<file path="config.mk">
export PLATFORM = sky130hd
export DESIGN_NAME = stream_gate_unit
export DESIGN_NICKNAME = d
export VERILOG_FILES = /design/src/rtl/sgu_pkg.sv /design/src/rtl/sgu_fifo.sv /design/src/rtl/sgu_bind_regs.sv /design/src/rtl/sgu_gate_sel.sv /design/src/rtl/stream_gate_unit.sv
export SDC_FILE = /design/constraint.sdc
export NUM_CORES = 1
export LEC_CHECK = 0
export ABC_AREA = 1
export BUFFER_PORTS_ARGS = -buffer_cell sky130_fd_sc_hd__buf_4
export CAP_MARGIN = 20
export CORE_ASPECT_RATIO = 1.1
export CORE_MARGIN = 3
export CORE_UTILIZATION = 69
export CTS_BUF_LIST = sky130_fd_sc_hd__clkbuf_4
export CTS_CLUSTER_SIZE = 10
export DETAILED_ROUTE_END_ITERATION = 8
export PLACE_DENSITY = 0.93
export SYNTH_ARGS = -nofsm -noshare
export SYNTH_HDL_FRONTEND = slang
export SYNTH_SLANG_ARGS = --single-unit
</file>
<file path="constraint.sdc">
create_clock -name clk -period 6.5 [get_ports clk]
set_input_delay 1.3 -clock clk [delete_from_list [all_inputs] [get_ports clk]]
set_output_delay 1.3 -clock clk [all_outputs]
set_load 0.01 [all_outputs]
</file>
<file path="src/rtl/sgu_pkg.sv">
package sgu_pkg;
  localparam int GATES_PER_DIR = 2;

  typedef enum logic [1:0] {
    GATE_IN0  = 2'd0,
    GATE_IN1  = 2'd1,
    GATE_OUT0 = 2'd2,
    GATE_OUT1 = 2'd3
  } gate_id_e;
endpackage

</file>
<file path="src/rtl/sgu_fifo.sv">
module sgu_fifo #(
  parameter int W     = 8,
  parameter int DEPTH = 4
) (
  input  logic         clk,
  input  logic         rst,
  input  logic         push,
  input  logic [W-1:0] din,
  input  logic         pop,
  output logic [W-1:0] dout,
  output logic         empty,
  output logic         full
);
  localparam int AW = (DEPTH > 1) ? $clog2(DEPTH) : 1;
  localparam logic [AW:0] DEPTH_V = (AW+1)'(DEPTH);
  localparam logic [AW-1:0] LAST = AW'(DEPTH - 1);

  logic [W-1:0]  mem [DEPTH];
  logic [AW-1:0] wptr, rptr;
  logic [AW:0]   cnt;
  logic          push_ok, pop_ok;

  assign empty   = (cnt == '0);
  assign full    = (cnt == DEPTH_V);
  assign push_ok = push && !full;
  assign pop_ok  = pop && !empty;

  // storage without reset so a block RAM can hold it
  always_ff @(posedge clk) begin
    if (push_ok) mem[wptr] <= din;
  end

  // registered read port
  always_ff @(posedge clk) begin
    if (rst)         dout <= '0;
    else if (pop_ok) dout <= mem[rptr];
  end

  always_ff @(posedge clk) begin
    if (rst) begin
      wptr <= '0;
      rptr <= '0;
      cnt  <= '0;
    end else begin
      if (push_ok) wptr <= (wptr == LAST) ? '0 : wptr + 1'b1;
      if (pop_ok)  rptr <= (rptr == LAST) ? '0 : rptr + 1'b1;
      case ({push_ok, pop_ok})
        2'b10:   cnt <= cnt + 1'b1;
        2'b01:   cnt <= cnt - 1'b1;
        default: cnt <= cnt;
      endcase
    end
  end
endmodule

</file>
<file path="src/rtl/sgu_bind_regs.sv">
module sgu_bind_regs
  import sgu_pkg::*;
#(
  parameter int NCH = 4,
  parameter int CW  = 2
) (
  input  logic                               clk,
  input  logic                               rst,
  input  logic                               bind_we,
  input  logic [1:0]                         bind_idx,
  input  logic [CW-1:0]                      bind_chan,
  output logic [GATES_PER_DIR-1:0][CW-1:0]   in_chan,
  output logic [GATES_PER_DIR-1:0][CW-1:0]   out_chan
);
  localparam logic [CW:0] NCH_V = (CW+1)'(NCH);

  logic chan_ok;
  assign chan_ok = ({1'b0, bind_chan} < NCH_V);

  for (genvar g = 0; g < GATES_PER_DIR; g++) begin : g_bind
    localparam logic [CW-1:0] RST_CH = CW'(g % NCH);
    localparam logic [1:0] IN_ID  = (g == 0) ? GATE_IN0  : GATE_IN1;
    localparam logic [1:0] OUT_ID = (g == 0) ? GATE_OUT0 : GATE_OUT1;

    always_ff @(posedge clk) begin
      if (rst) begin
        in_chan[g]  <= RST_CH;
        out_chan[g] <= RST_CH;
      end else if (bind_we && chan_ok) begin
        if (bind_idx == IN_ID)  in_chan[g]  <= bind_chan;
        if (bind_idx == OUT_ID) out_chan[g] <= bind_chan;
      end
    end
  end
endmodule

</file>
<file path="src/rtl/sgu_gate_sel.sv">
module sgu_gate_sel
  import sgu_pkg::*;
#(
  parameter int NCH = 4,
  parameter int CW  = 2,
  parameter int W   = 8
) (
  input  logic                             clk,
  input  logic                             rst,
  input  logic                             acc_valid,
  input  logic                             acc_write,
  input  logic                             acc_gate,
  input  logic [GATES_PER_DIR-1:0][CW-1:0] in_chan,
  input  logic [GATES_PER_DIR-1:0][CW-1:0] out_chan,
  input  logic [NCH-1:0]                   rx_empty,
  input  logic [NCH-1:0]                   tx_full,
  input  logic [NCH-1:0][W-1:0]            rx_dout,
  output logic                             acc_stall,
  output logic [NCH-1:0]                   rx_pop,
  output logic [NCH-1:0]                   tx_push,
  output logic [2*GATES_PER_DIR-1:0]       gate_status,
  output logic [W-1:0]                     acc_rdata
);
  logic [CW-1:0] sel_chan;
  logic [CW-1:0] rd_chan_q;
  logic          blocked;
  logic          accept;

  always_comb begin
    sel_chan  = acc_write ? out_chan[acc_gate] : in_chan[acc_gate];
    blocked   = acc_write ? tx_full[sel_chan] : rx_empty[sel_chan];
    acc_stall = acc_valid && blocked;
    accept    = acc_valid && !blocked;
    rx_pop    = '0;
    tx_push   = '0;
    if (accept) begin
      if (acc_write) tx_push[sel_chan] = 1'b1;
      else           rx_pop[sel_chan]  = 1'b1;
    end
  end

  for (genvar g = 0; g < GATES_PER_DIR; g++) begin : g_stat
    assign gate_status[g]               = !rx_empty[in_chan[g]];
    assign gate_status[GATES_PER_DIR+g] = !tx_full[out_chan[g]];
  end

  // remember which queue the last accepted read came from
  always_ff @(posedge clk) begin
    if (rst)                         rd_chan_q <= '0;
    else if (accept && !acc_write)   rd_chan_q <= sel_chan;
  end

  assign acc_rdata = rx_dout[rd_chan_q];
endmodule

</file>
<file path="src/rtl/stream_gate_unit.sv">
module stream_gate_unit
  import sgu_pkg::*;
#(
  parameter int DATA_W  = 8,
  parameter int NUM_CH  = 4,
  parameter int Q_DEPTH = 4,
  localparam int CH_W   = (NUM_CH > 1) ? $clog2(NUM_CH) : 1
) (
  input  logic              clk,
  input  logic              rst,
  input  logic              acc_valid,
  input  logic              acc_write,
  input  logic              acc_gate,
  input  logic [DATA_W-1:0] acc_wdata,
  output logic [DATA_W-1:0] acc_rdata,
  output logic              acc_stall,
  input  logic              bind_we,
  input  logic [1:0]        bind_idx,
  input  logic [CH_W-1:0]   bind_chan,
  output logic [3:0]        gate_status,
  input  logic              rx_wr_en,
  input  logic [CH_W-1:0]   rx_wr_chan,
  input  logic [DATA_W-1:0] rx_wr_data,
  output logic [NUM_CH-1:0] rx_full,
  input  logic              tx_rd_en,
  input  logic [CH_W-1:0]   tx_rd_chan,
  output logic [DATA_W-1:0] tx_rd_data,
  output logic [NUM_CH-1:0] tx_empty
);
  logic [GATES_PER_DIR-1:0][CH_W-1:0] in_chan, out_chan;
  logic [NUM_CH-1:0]              rx_empty, tx_full, rx_pop, tx_push;
  logic [NUM_CH-1:0][DATA_W-1:0]  rx_dout, tx_dout;
  logic [CH_W-1:0]                tx_chan_q;
  logic                           tx_pop_ok;

  sgu_bind_regs #(.NCH(NUM_CH), .CW(CH_W)) u_bind (
    .clk      (clk),
    .rst      (rst),
    .bind_we  (bind_we),
    .bind_idx (bind_idx),
    .bind_chan(bind_chan),
    .in_chan  (in_chan),
    .out_chan (out_chan)
  );

  sgu_gate_sel #(.NCH(NUM_CH), .CW(CH_W), .W(DATA_W)) u_sel (
    .clk        (clk),
    .rst        (rst),
    .acc_valid  (acc_valid),
    .acc_write  (acc_write),
    .acc_gate   (acc_gate),
    .in_chan    (in_chan),
    .out_chan   (out_chan),
    .rx_empty   (rx_empty),
    .tx_full    (tx_full),
    .rx_dout    (rx_dout),
    .acc_stall  (acc_stall),
    .rx_pop     (rx_pop),
    .tx_push    (tx_push),
    .gate_status(gate_status),
    .acc_rdata  (acc_rdata)
  );

  for (genvar c = 0; c < NUM_CH; c++) begin : g_ch
    logic rx_hit, tx_hit;
    assign rx_hit = rx_wr_en && (rx_wr_chan == CH_W'(c));
    assign tx_hit = tx_rd_en && (tx_rd_chan == CH_W'(c));

    sgu_fifo #(.W(DATA_W), .DEPTH(Q_DEPTH)) u_rxq (
      .clk  (clk),
      .rst  (rst),
      .push (rx_hit),
      .din  (rx_wr_data),
      .pop  (rx_pop[c]),
      .dout (rx_dout[c]),
      .empty(rx_empty[c]),
      .full (rx_full[c])
    );

    sgu_fifo #(.W(DATA_W), .DEPTH(Q_DEPTH)) u_txq (
      .clk  (clk),
      .rst  (rst),
      .push (tx_push[c]),
      .din  (acc_wdata),
      .pop  (tx_hit),
      .dout (tx_dout[c]),
      .empty(tx_empty[c]),
      .full (tx_full[c])
    );
  end

  assign tx_pop_ok = tx_rd_en && !tx_empty[tx_rd_chan];

  always_ff @(posedge clk) begin
    if (rst)            tx_chan_q <= '0;
    else if (tx_pop_ok) tx_chan_q <= tx_rd_chan;
  end

  assign tx_rd_data = tx_dout[tx_chan_q];
endmodule

</file>
; ---- Yosys cells after proc, flatten, opt, wreduce, memory -nomap -nowiden
; Memory sizes are Yosys's and may differ from the RTL's. A register that Yosys moved wholly into a read port is not among the register bits.
; Cells that the tools add are included.
; W data, S select, Z words.
[op_classes]
n_addsub = 32
order_cmp = 10
n_eq_ne = 49
mux = 70
n_reduce_logical = 75
[op_table]
columns = cell, n
row1 = $eq A2 B2 Y1 const B, 30
row2 = $pmux W3 S2, 8
row3 = $mux W2, 21
row4 = $add A2 B1 Y2 const B, 16
row5 = $bmux W8 S2, 2
row6 = $logic_and A1 B1 Y1, 29
row7 = $mux W1, 25
row8 = $add A3 B1 Y3 const B, 8
row9 = $eq A3 B3 Y1 const B, 8
row10 = $logic_not A3 Y1, 8
row11 = $lt A2 B3 Y1 const B, 8
row12 = $sub A3 B1 Y3 const B, 8
row13 = $logic_not A1 Y1, 23
row14 = $eq A2 B1 Y1 const B, 11
row15 = $mux W4, 4
row16 = $mux W8, 2
row17 = $reduce_bool A2 Y1, 8
row18 = $bmux W1 S2, 7
row19 = $reduce_and A2 Y1, 4
row20 = $logic_not A2 Y1, 3
row21 = $demux W1 S2, 1
row22 = $ge A2 B1 Y1 const B, 1
row23 = $lt A1 B2 Y1 const B, 1
[word_totals]
reg_bits = 68
ram_bits = 256
inputBits = 32
output_inout_bits = 29
wordCells = 274
n_memories = 8
[mem_list]
columns = name, depth, word_bits, rd, rd_clocked_by_memory_dff, write_ports, line
row1 = g_ch[0].u_rxq.mem, 4, 8, 1, 1, 1, sgu_fifo.sv:18  ; logic [W-1:0] mem [DEPTH];
row2 = g_ch[0].u_txq.mem, 4, 8, 1, 1, 1, sgu_fifo.sv:18
row3 = g_ch[1].u_rxq.mem, 4, 8, 1, 1, 1, sgu_fifo.sv:18
row4 = g_ch[1].u_txq.mem, 4, 8, 1, 1, 1, sgu_fifo.sv:18
row5 = g_ch[2].u_rxq.mem, 4, 8, 1, 1, 1, sgu_fifo.sv:18
row6 = g_ch[2].u_txq.mem, 4, 8, 1, 1, 1, sgu_fifo.sv:18
row7 = +2 memories, --, --, --, --, --, --

; ---- Depth between registers and ports, before layout
; Gate-level depths: netlist of run 1.
[depth]
depth_word = 12
ltp_mapped = 19
mapped_depth_nobuf = 18

; ---- Hierarchy
; From an unflattened synthesis of run 1, not the netlist that was laid out.
[hier_totals]
hier_cells = 2208
hier_area_um2 = 19153.4
[by_module_without_submodules]
columns = mod, n_inst, cells_per_inst, area_per_inst_um2, seq_area_each_um2
row1 = sgu_fifo, 8, 241, 2207.1, 1261.2
row2 = sgu_gate_sel, 1, 143, 726.9, 40.0
row3 = stream_gate_unit, 1, 84, 424.2, 40.0
row4 = sgu_bind_regs, 1, 53, 345.3, 160.2

; ---- Least setup slack after synthesis of run 1
; OpenSTA, ideal clock, no wires.
[synth_timing]
path_kind = input -> output
start = input acc_write
end = output acc_stall
arrival_ns = 2.315
required_time_ns = 5.200
slack_ns = 2.885
path_stages = 10
n_path_buf = 1
path_cell_list = inv_2 > nand3_4 > nand2_4 > nand2_1 > nand2_1 > nand2_1 > nand3_1 > nand2_2 > buf_4 > nor2_1
[synth_between]
elab_chain_cells = 5
word_cells_on_any_way = 7
cone_classes = 6 x mux / 1 x reduce/logical
[synth_rtl]
columns = item, line
row1 = start: declaration, stream_gate_unit.sv:12  ; input logic acc_write,
row2 = $mux W2, sgu_gate_sel.sv:30  ; sel_chan = acc_write ? out_chan[acc_gate] : in_chan[acc_gate];
row3 = $bmux W1 S2, sgu_gate_sel.sv:31  ; blocked = acc_write ? tx_full[sel_chan] : rx_empty[sel_chan];
row4 = $mux W1 (implied by the code), sgu_gate_sel.sv:31
row5 = $mux W1 *, sgu_gate_sel.sv:31
row6 = $logic_and A1 B1 Y1 *, sgu_gate_sel.sv:32  ; acc_stall = acc_valid && blocked;
row7 = end: declaration, stream_gate_unit.sv:16  ; output logic acc_stall,
; Every way passes the cells marked *; elsewhere a longest branch is shown, timed or not. The select of a mux whose other input is x is not followed.

; ---- Worst setup path after layout of run 1
; Same ends and word-level chain as after synthesis.

==> results.json, run 1 <==
{
  "status": "completed",
  "layout_min_cycle_time_ns": 4.133,
  "comb_power_share_pct": 6.9,
  "finalSetupViolCount": 0,
  "ff2ff_path_depth": 13,
  "ios": 61,
  "grt_pass1_wl_mm": 67.90,
  "drt_pass1_iterations": 6,
  "ys_seq_area_share_pct": 61.51,
  "cp-end-kind": "output pin",
  "grt_pass1_vias": 13120,
  "hold_buffers": 0,
  "clock-sinks": 388,
  "clk_pin_slew_ns": 0.06,
  "final_cell_mix": "nor2_1, edfxtp_1, nand2_1",
  "clockBufferDepth": 3,
  "core_um2": 23770,
  "rows": 59,
  "slowest_delay_ns": 0.28,
  "worst_path_most_repeated_cell": "nand2_1",
  "htree_num_levels": 3,
  "drv_slew": 0,
  "drt-total-wl_mm": 43.18,
  "grt.overflow.total": 0,
  "die_w_um": 154.7,
  "ant_nets": 0,
  "io_buffers": 60,
  "syn_area_um2": 16790,
  "path_max_fanout": 13,
  "yosysWarnings": 0,
  "p_per_area_nw_per_um2": 276.3,
  "p_int_mw": 3.828,
  "max_cap_viol_count": 0,
  "swShare_pct": 25.01,
  "critPathLaunchType": "input port",
  "path_cells": "buf_4 > inv_2 > nand3_4 > nand2_4 > nand2_1 > nand2_1 > nand2_1 > nand3_1 > nand2_2 > nor2_1 > buf_4",
  "hold_viol": 0,
  "n_fill_cell": 1311,
  "track_usage_pct": 32.84,
  "area_delta_synth_final_pct": 10.03,
  "critPathRequiredTime_ns": 5.20,
  "synth_top_area_share_pct": 45.78,
  "synth.avg_cell_area_um2": 10.12,
  "p_clk_share_pct": 40.3,
  "clk_latency_ns": 0.76,
  "cts_root_buffer": "clkbuf_4",
  "fmax_mhz": 242.0,
  "p_switching_mw": 1.277,
  "synth_cell_type_count": 36,
  "synthFlopType": "edfxtp_1",
  "path_class": "in2out",
  "postCtsSetupRepairBufs": 0,
  "totalPowerFinal_mw": 5.105,
  "cts_buffers": 91,
  "pwr-share-seq_pct": 52.8,
  "hold_path_end": "g_ch[0].u_rxq.dout[5]$_SDFFE_PP0P_",
  "vdd_drop_max_uv": 247.0,
  "worst_clock_skew_ns": 0.05617,
  "synth-async-reset-ratio_pct": 0,
  "period_share_pct": 63.58,
  "drt-wirelength-per-cell_um": 20.46,
  "cp.arrival_ns": 2.83,
  "synth.ff_latch_count": 388,
  "viasPerCell": 6.229,
  "cp_num_buf_inv": 3,
  "synth-edff-count": 256,
  "worstMarginPinSlew_ns": 0.9393,
  "r2r_end": "g_ch[0].u_txq.cnt[2]$_SDFFE_PP0P_",
  "final_common_cell": "nor2_1",
  "post_cts_resized": 0,
  "r2r-start": "g_ch[2].u_txq.cnt[1]$_SDFFE_PP0P_",
  "place.gp.congestion": 0.9188,
  "rsz0062_at_grt": "false",
  "drt_iter0_markers": 1820,
  "drc_errors": 0,
  "synth_area_leaders": "edfxtp_1, dfxtp_1, nor2_1",
  "cts_tree": "built",
  "leakagePower_nw": 6.944,
  "cp_slowest_cell": "nand2_2",
  "r2r_setup_slack_ns": 2.99,
  "synth_nets": 1747,
  "drive_above_1_share_pct": 13.30,
  "grt_max_degree": 66,
  "num_vias": 13140,
  "synth_area_leader_cell": "edfxtp_1",
  "holdPathStages": 2,
  "setup_tns_ns": 0,
  "relSlewSlack_pct": 36.91,
  "hold_path_class": "reg2reg",
  "hold_path_startpoint": "g_ch[0].u_rxq.dout[5]$_SDFFE_PP0P_",
  "start_util_pct": 70.65,
  "fp.dieH_um": 169.6,
  "antenna_found_initial": 1,
  "nNetsFinal": 1817,
  "design.die.area_um2": 26250,
  "critical-path-top-delay-family": "simple AND/OR/NAND/NOR gates",
  "synthCells": 1659,
  "dp_hpwl_mm": 25.88
}
-- sequential cells by signal (all words and copies together) (netlist names), 12 cells and up --
name,flops
g_ch.u_rxq.dout,32
g_ch.u_rxq.mem,128
g_ch.u_txq.cnt,12
g_ch.u_rxq.cnt,12
g_ch.u_txq.mem,128
g_ch.u_txq.dout,32
-- tightest hold or removal path, delay by kind of cell, from the launching register on --
family / cells / cell delay (ns)
and+or+nand+nor: 2 / 0.12
DFF: 1 / 0.33
-- metal layers --
| metal | vias up | track usage (%) | wire [um] |
|---|---|---|---|
| li1 | 5919 | - | - |
| met1 | 6138 | 37.84 | 14600 |
| met2 | 892 | 57.98 | 22180 |
| met3 | 195 | 6.758 | 4067 |
| met4 | 0 | 17.24 | 2334 |
| met5 | - | 0 | 0 |
-- metrics by stage --
step,cells,hold slack [ns],util (%),setup WS (ns),cell area (um^2)
global placement,1941,0.4485,72.59,2.228,17260
finish,2110,0.4828,77.73,2.367,18480
global route,2110,0.4988,77.73,2.286,18480
CTS,2109,0.4844,77.72,2.424,18480
detailed placement,1941,0.4639,72.59,2.063,17260
floorplan,1659,0.4343,-,2.885,16790
-- final cells by class --
cell class | instances | area (um^2) | area share [%]
diodes | 1 | 2.502 | 0.01354
multi-input cells | 1026 | 5470 | 29.60
clock inverters | 36 | 229.0 | 1.239
well taps | 305 | 381.6 | 2.065
clock buffers | 132 | 991.0 | 5.363
flip-flops and latches | 388 | 10330 | 55.90
repair buffers | 64 | 480.5 | 2.600
inverters | 158 | 593.1 | 3.210
-- power groups by stage --
stage	clock (mW)	sequential, mW	combinational, mW
floorplan	0	2.73	0.221
global placement	0	2.75	0.316
detailed placement	0	2.75	0.334
CTS	2.06	2.70	0.342
global route	2.19	2.70	0.381
finish	2.06	2.70	0.351
-- worst max path at each step --
stage	slack, ns	from	to	depth (start not counted)
after floorplan	2.88	acc_write	acc_stall	10
after global placement	2.23	acc_write	g_ch[0].u_rxq.cnt[2]$_SDFFE_PP0P_	17
after detailed placement	2.06	acc_write	g_ch[1].u_rxq.cnt[2]$_SDFFE_PP0P_	17
after CTS	2.42	acc_write	acc_stall	11
after global routing	2.29	g_ch[1].u_txq.cnt[2]$_SDFFE_PP0P_	acc_stall	9
final	2.37	acc_write	acc_stall	11
-- cell families after synthesis --
| family | count (synthesis) | share of synthesized area, % |
|---|---|---|
| compound gates | 362 | 12.26 |
| buf+inv | 245 | 5.916 |
| flops | 388 | 61.51 |
| simple gates | 608 | 15.79 |
| fa+ha+maj | 56 | 4.530 |
-- cell usage after synthesis, drive strengths merged (22+ instances only) --
| cell | n |
|---|---|
| nand2 | 200 |
| buf | 31 |
| edfxtp | 256 |
| o21ai | 175 |
| clkbuf | 56 |
| nor2 | 309 |
| nand4 | 49 |
| inv | 148 |
| a32o | 32 |
| dfxtp | 132 |
| a21oi | 98 |
| ha | 48 |
| a31oi | 32 |
| nor3 | 22 |
(Power assumes the default switching activity.)
==> run 2, diff against run 1 <==
Settings changed: CORE_UTILIZATION 69 to 58, PLACE_DENSITY 0.93 to 0.84.
Clock period 6.5 ns to 3.45 ns, I/O delays scaled along.
==> results.json, run 2 (synthesis gave the netlist of run 1 again) <==
{
  "status": "completed",
  "drt_iter0_markers": 1279,
  "dp_hpwl_mm": 24.93,
  "design.die.area_um2": 31030,
  "multi_input_area_um2": 5470,
  "worst_clock_skew_ns": 0.07104,
  "drt-wirelength-per-cell_um": 17.33,
  "clockBufferDepth": 3,
  "clk_latency_ns": 0.75,
  "final_cell_mix": "nor2_1, edfxtp_1, nand2_1",
  "fin_util_pct": 66.77,
  "fp.dieH_um": 184.5,
  "io_buffers": 60,
  "drive_above_1_share_pct": 15.68,
  "viasPerCell": 5.690,
  "core_um2": 28190,
  "worst_slack_ns": 0.2863,
  "cp_slowest_cell": "nor3_1",
  "drv_slew": 0,
  "antenna_found_initial": 2,
  "hold_viol": 0,
  "cts_buffers": 93,
  "grt_pass1_wl_mm": 61.14,
  "cts_root_buffer": "clkbuf_4",
  "largest_registers": "g_ch.u_rxq.mem (128), g_ch.u_txq.mem (128)",
  "start_util_pct": 59.58,
  "hold_buffers": 0,
  "max_cap_viol_count": 0,
  "ant_nets": 0,
  "post_cts_resized": 0,
  "place.gp.congestion": 0.8865,
  "grt_pass1_vias": 12090,
  "cp-end-kind": "output pin",
  "critPathRequiredTime_ns": 2.76,
  "vdd_drop_max_uv": 482.8,
  "rows": 64,
  "postCtsSetupRepairBufs": 0,
  "htree_num_levels": 3,
  "totalPowerFinal_mw": 9.567,
  "finalSetupViolCount": 0,
  "die_w_um": 168.2,
  "final_common_cell": "nor2_1",
  "num_vias": 12520,
  "relSlewSlack_pct": 46.77,
  "nNetsFinal": 1849,
  "n_fill_cell": 2013,
  "ios": 61,
  "setup_tns_ns": 0,
  "cp_num_buf_inv": 2,
  "hold_path_class": "in2reg",
  "period_share_pct": 91.70,
  "path_cells": "inv_1 > nor3_1 > nand2_1 > nand2_1 > nand2_1 > nand3_1 > nand2_2 > nor2_1 > buf_4",
  "fmax_mhz": 316.1,
  "leakagePower_nw": 7.150,
  "slowest_delay_ns": 0.43,
  "cp.arrival_ns": 2.47,
  "clk_pin_slew_ns": 0.07,
  "grt_max_degree": 113,
  "path_class": "reg2out",
  "path_max_fanout": 13,
  "ff_latch_area_um2": 10330,
  "grt.overflow.total": 0,
  "drt-total-wl_mm": 38.13,
  "worst_path_most_repeated_cell": "nand2_1",
  "pre_cts_slack_ns": 0.2933,
  "layout_min_cycle_time_ns": 3.164,
  "drt_pass1_iterations": 6,
  "p_per_area_nw_per_um2": 508.3,
  "area_delta_synth_final_pct": 12.08,
  "cts_tree": "built",
  "clock-sinks": 388,
  "rsz0062_at_grt": "false",
  "track_usage_pct": 24.68,
  "critPathLaunchType": "flop",
  "critical-path-top-delay-family": "simple AND/OR/NAND/NOR gates",
  "worstMarginPinSlew_ns": 0.7954,
  "drc_errors": 0
}
-- run 2: cell count changes in the layout (fill, tap and decap cells not counted), sizes merged --
cell    previous run  this run
buf               64        94
clkbuf           132       149
clkinv            40        27
bufinv             3         1
inv              149       150
-- run 2: path summary, 6_finish.rpt --
path                                                         start                                 end  slack (ns)  cells after the start
worst max-delay path             g_ch[0].u_txq.cnt[2]$_SDFFE_PP0P_                           acc_stall        0.29                      9
worst min-delay path                                  bind_chan[0]      u_bind.in_chan[2]$_SDFFE_PP1P_        0.27                      3
worst max register to register   g_ch[0].u_txq.cnt[2]$_SDFFE_PP0P_   g_ch[3].u_txq.cnt[2]$_SDFFE_PP0P_        0.58                     15
worst min register to register  g_ch[1].u_rxq.dout[4]$_SDFFE_PP0P_  g_ch[1].u_rxq.dout[4]$_SDFFE_PP0P_        0.48                      2
-- run 2: layout make-up --
cell class | count | area share (%)
Antenna cell | 1 | 0.01330
Tap cell | 363 | 2.413
Sequential cell | 388 | 54.88
Clock inverter | 22 | 0.7179
Multi-Input combinational cell | 1026 | 29.06
Clock buffer | 149 | 5.943
Inverter | 158 | 3.151
Timing Repair Buffer | 94 | 3.816
-- run 2: metrics by stage --
step | hold WS [ns] | std cells | cell area [um^2]
6_report | 0.2720 | 2201 | 18820
3_3_place_gp | 0.4503 | 2029 | 17570
5_1_grt | 0.2589 | 2201 | 18820
3_5_place_dp | 0.4607 | 2029 | 17570
4_1_cts | 0.2201 | 2200 | 18820
2_1_floorplan | 0.4343 | 1659 | 16790
-- run 2: worst min-delay path: stages --
cell and delay, ns:
buf_4 0.10, nand2_1 0.05, o211ai_1 0.07
-- run 2: where the power goes --
group	internal [mW]	switching (mW)	leakage, nW
combinational	0.214	0.444	3.03
sequential	5.02	0.0565	3.38
clock	2.04	1.80	0.745
total	7.27	2.30	7.15
-- run 2: per-layer routing --
metal,global-route usage [%],vias up,wire length [um]
li1,-,5994,-
met1,30.67,5898,14960
met2,42.02,530,18640
met3,6.070,99,3373
met4,9.493,2,1149
met5,0,-,12
==> run 3, diff against run 2 <==
Settings changed: CORE_ASPECT_RATIO 1.1 to 0.8.
==> results.json, run 3 (synthesis gave the netlist of run 1 again) <==
{
  "fin_cells": 2200,
  "cts_buffers": 90,
  "area_delta_synth_final_pct": 11.40,
  "path_class": "reg2out",
  "max_cap_viol_count": 0,
  "design.die.area_um2": 31050,
  "cp-end-kind": "output pin",
  "ff_latch_area_um2": 10330,
  "final_common_cell": "nor2_1",
  "htree_num_levels": 3,
  "layout_min_cycle_time_ns": 3.301,
  "drt_iter0_markers": 1307,
  "worst_clock_skew_ns": 0.05661,
  "drt_pass1_iterations": 6,
  "drive_above_1_share_pct": 14.82,
  "post_cts_resized": 0,
  "grt_max_degree": 57,
  "dp_hpwl_mm": 25.73,
  "final_cell_mix": "nor2_1, edfxtp_1, nand2_1",
  "relSlewSlack_pct": 39.37,
  "p_per_area_nw_per_um2": 497.9,
  "num_vias": 12540,
  "grt_pass1_vias": 11810,
  "nNetsFinal": 1843,
  "rsz0062_at_grt": "false",
  "critPathRequiredTime_ns": 2.76,
  "n_fill_cell": 2069,
  "drv_slew": 0,
  "viasPerCell": 5.702,
  "path_cells": "nor3_1 > nand3_1 > nand2_1 > nand2_1 > nand3_2 > nand2_2 > nor2_1 > buf_4",
  "cts_root_buffer": "clkbuf_4",
  "critPathLaunchType": "flop",
  "cts_tree": "built",
  "slowest_delay_ns": 0.41,
  "multi_input_area_um2": 5470,
  "vdd_drop_max_uv": 352.8,
  "hold_buffers": 0,
  "dp_cells": 2033,
  "ios": 61,
  "fmax_mhz": 302.9,
  "setup_tns_ns": 0,
  "finalSetupViolCount": 0,
  "worstMarginPinSlew_ns": 0.9061,
  "drc_errors": 0,
  "rows": 55,
  "leakagePower_nw": 7.073,
  "grt.overflow.total": 0,
  "worst_slack_ns": 0.1487,
  "period_share_pct": 95.69,
  "io_buffers": 60,
  "hold_viol": 0,
  "postCtsSetupRepairBufs": 0,
  "clk_pin_slew_ns": 0.07,
  "worst_path_most_repeated_cell": "nand2_1",
  "cp_num_buf_inv": 1,
  "clk_latency_ns": 0.74,
  "fp.dieH_um": 158.2,
  "clock-sinks": 388,
  "core_um2": 28420,
  "status": "completed",
  "start_util_pct": 59.09,
  "ant_nets": 0,
  "hold_path_class": "in2reg",
  "path_max_fanout": 13,
  "totalPowerFinal_mw": 9.314,
  "finalHoldWorstSlack_ns": 0.1968,
  "cp_slowest_cell": "nor3_1",
  "pre_cts_slack_ns": 0.2491,
  "grt_pass1_wl_mm": 61.11,
  "track_usage_pct": 24.93,
  "cp.arrival_ns": 2.61,
  "die_w_um": 196.2,
  "drt-wirelength-per-cell_um": 17.61,
  "clockBufferDepth": 3,
  "place.gp.congestion": 0.8981,
  "largest_registers": "g_ch.u_rxq.mem (128), g_ch.u_txq.mem (128)",
  "drt-total-wl_mm": 38.73,
  "critical-path-top-delay-family": "simple AND/OR/NAND/NOR gates",
  "antenna_found_initial": 1
}
-- run 3: final cells by class --
cell class                      count  area share (%)
Antenna cell                        1         0.01338
Clock buffer                      139           5.578
Clock inverter                     27          0.5886
Inverter                          158           3.170
Multi-Input combinational cell   1026           29.24
Sequential cell                   388           55.22
Tap cell                          370           2.475
Timing Repair Buffer               91           3.719
-- run 3: worst min-delay path, cell delays in order --
cell and delay, ns:
buf_4 0.10, nand2_1 0.05, o211ai_1 0.06
-- run 3: through the flow --
step / area [um^2] / util [%]
floorplan: 16790 / -
global placement: 17550 / 61.76
detailed placement: 17550 / 61.76
CTS: 18710 / 65.82
global route: 18710 / 65.82
finish: 18710 / 65.82
-- run 3: per-layer routing --
metal  track usage [%]  vias to the layer above  part of all wire (%)
met4             9.026                        0                   2.2
met5                 0                        -                     0
met2             39.07                      597                    46
li1                  -                     5987                     -
met1             35.35                     5882                    42
met3             4.681                       78                   9.6
-- run 3: worst paths after layout --
check | from | end | slack (ns) | cells after the start
max reg2reg | g_ch[3].u_rxq.cnt[0]$_SDFFE_PP0P_ | g_ch[0].u_txq.cnt[2]$_SDFFE_PP0P_ | 0.65 | 14
min | bind_chan[0] | u_bind.in_chan[2]$_SDFFE_PP1P_ | 0.20 | 3
min reg2reg | g_ch[1].u_rxq.dout[2]$_SDFFE_PP0P_ | g_ch[1].u_rxq.dout[2]$_SDFFE_PP0P_ | 0.46 | 2
max | g_ch[3].u_rxq.cnt[0]$_SDFFE_PP0P_ | acc_stall | 0.15 | 8
-- run 3: power by group --
group | internal [mW] | switching (mW)
logic | 0.214 | 0.445
registers | 5.02 | 0.0549
clock network | 1.84 | 1.74
total | 7.07 | 2.24
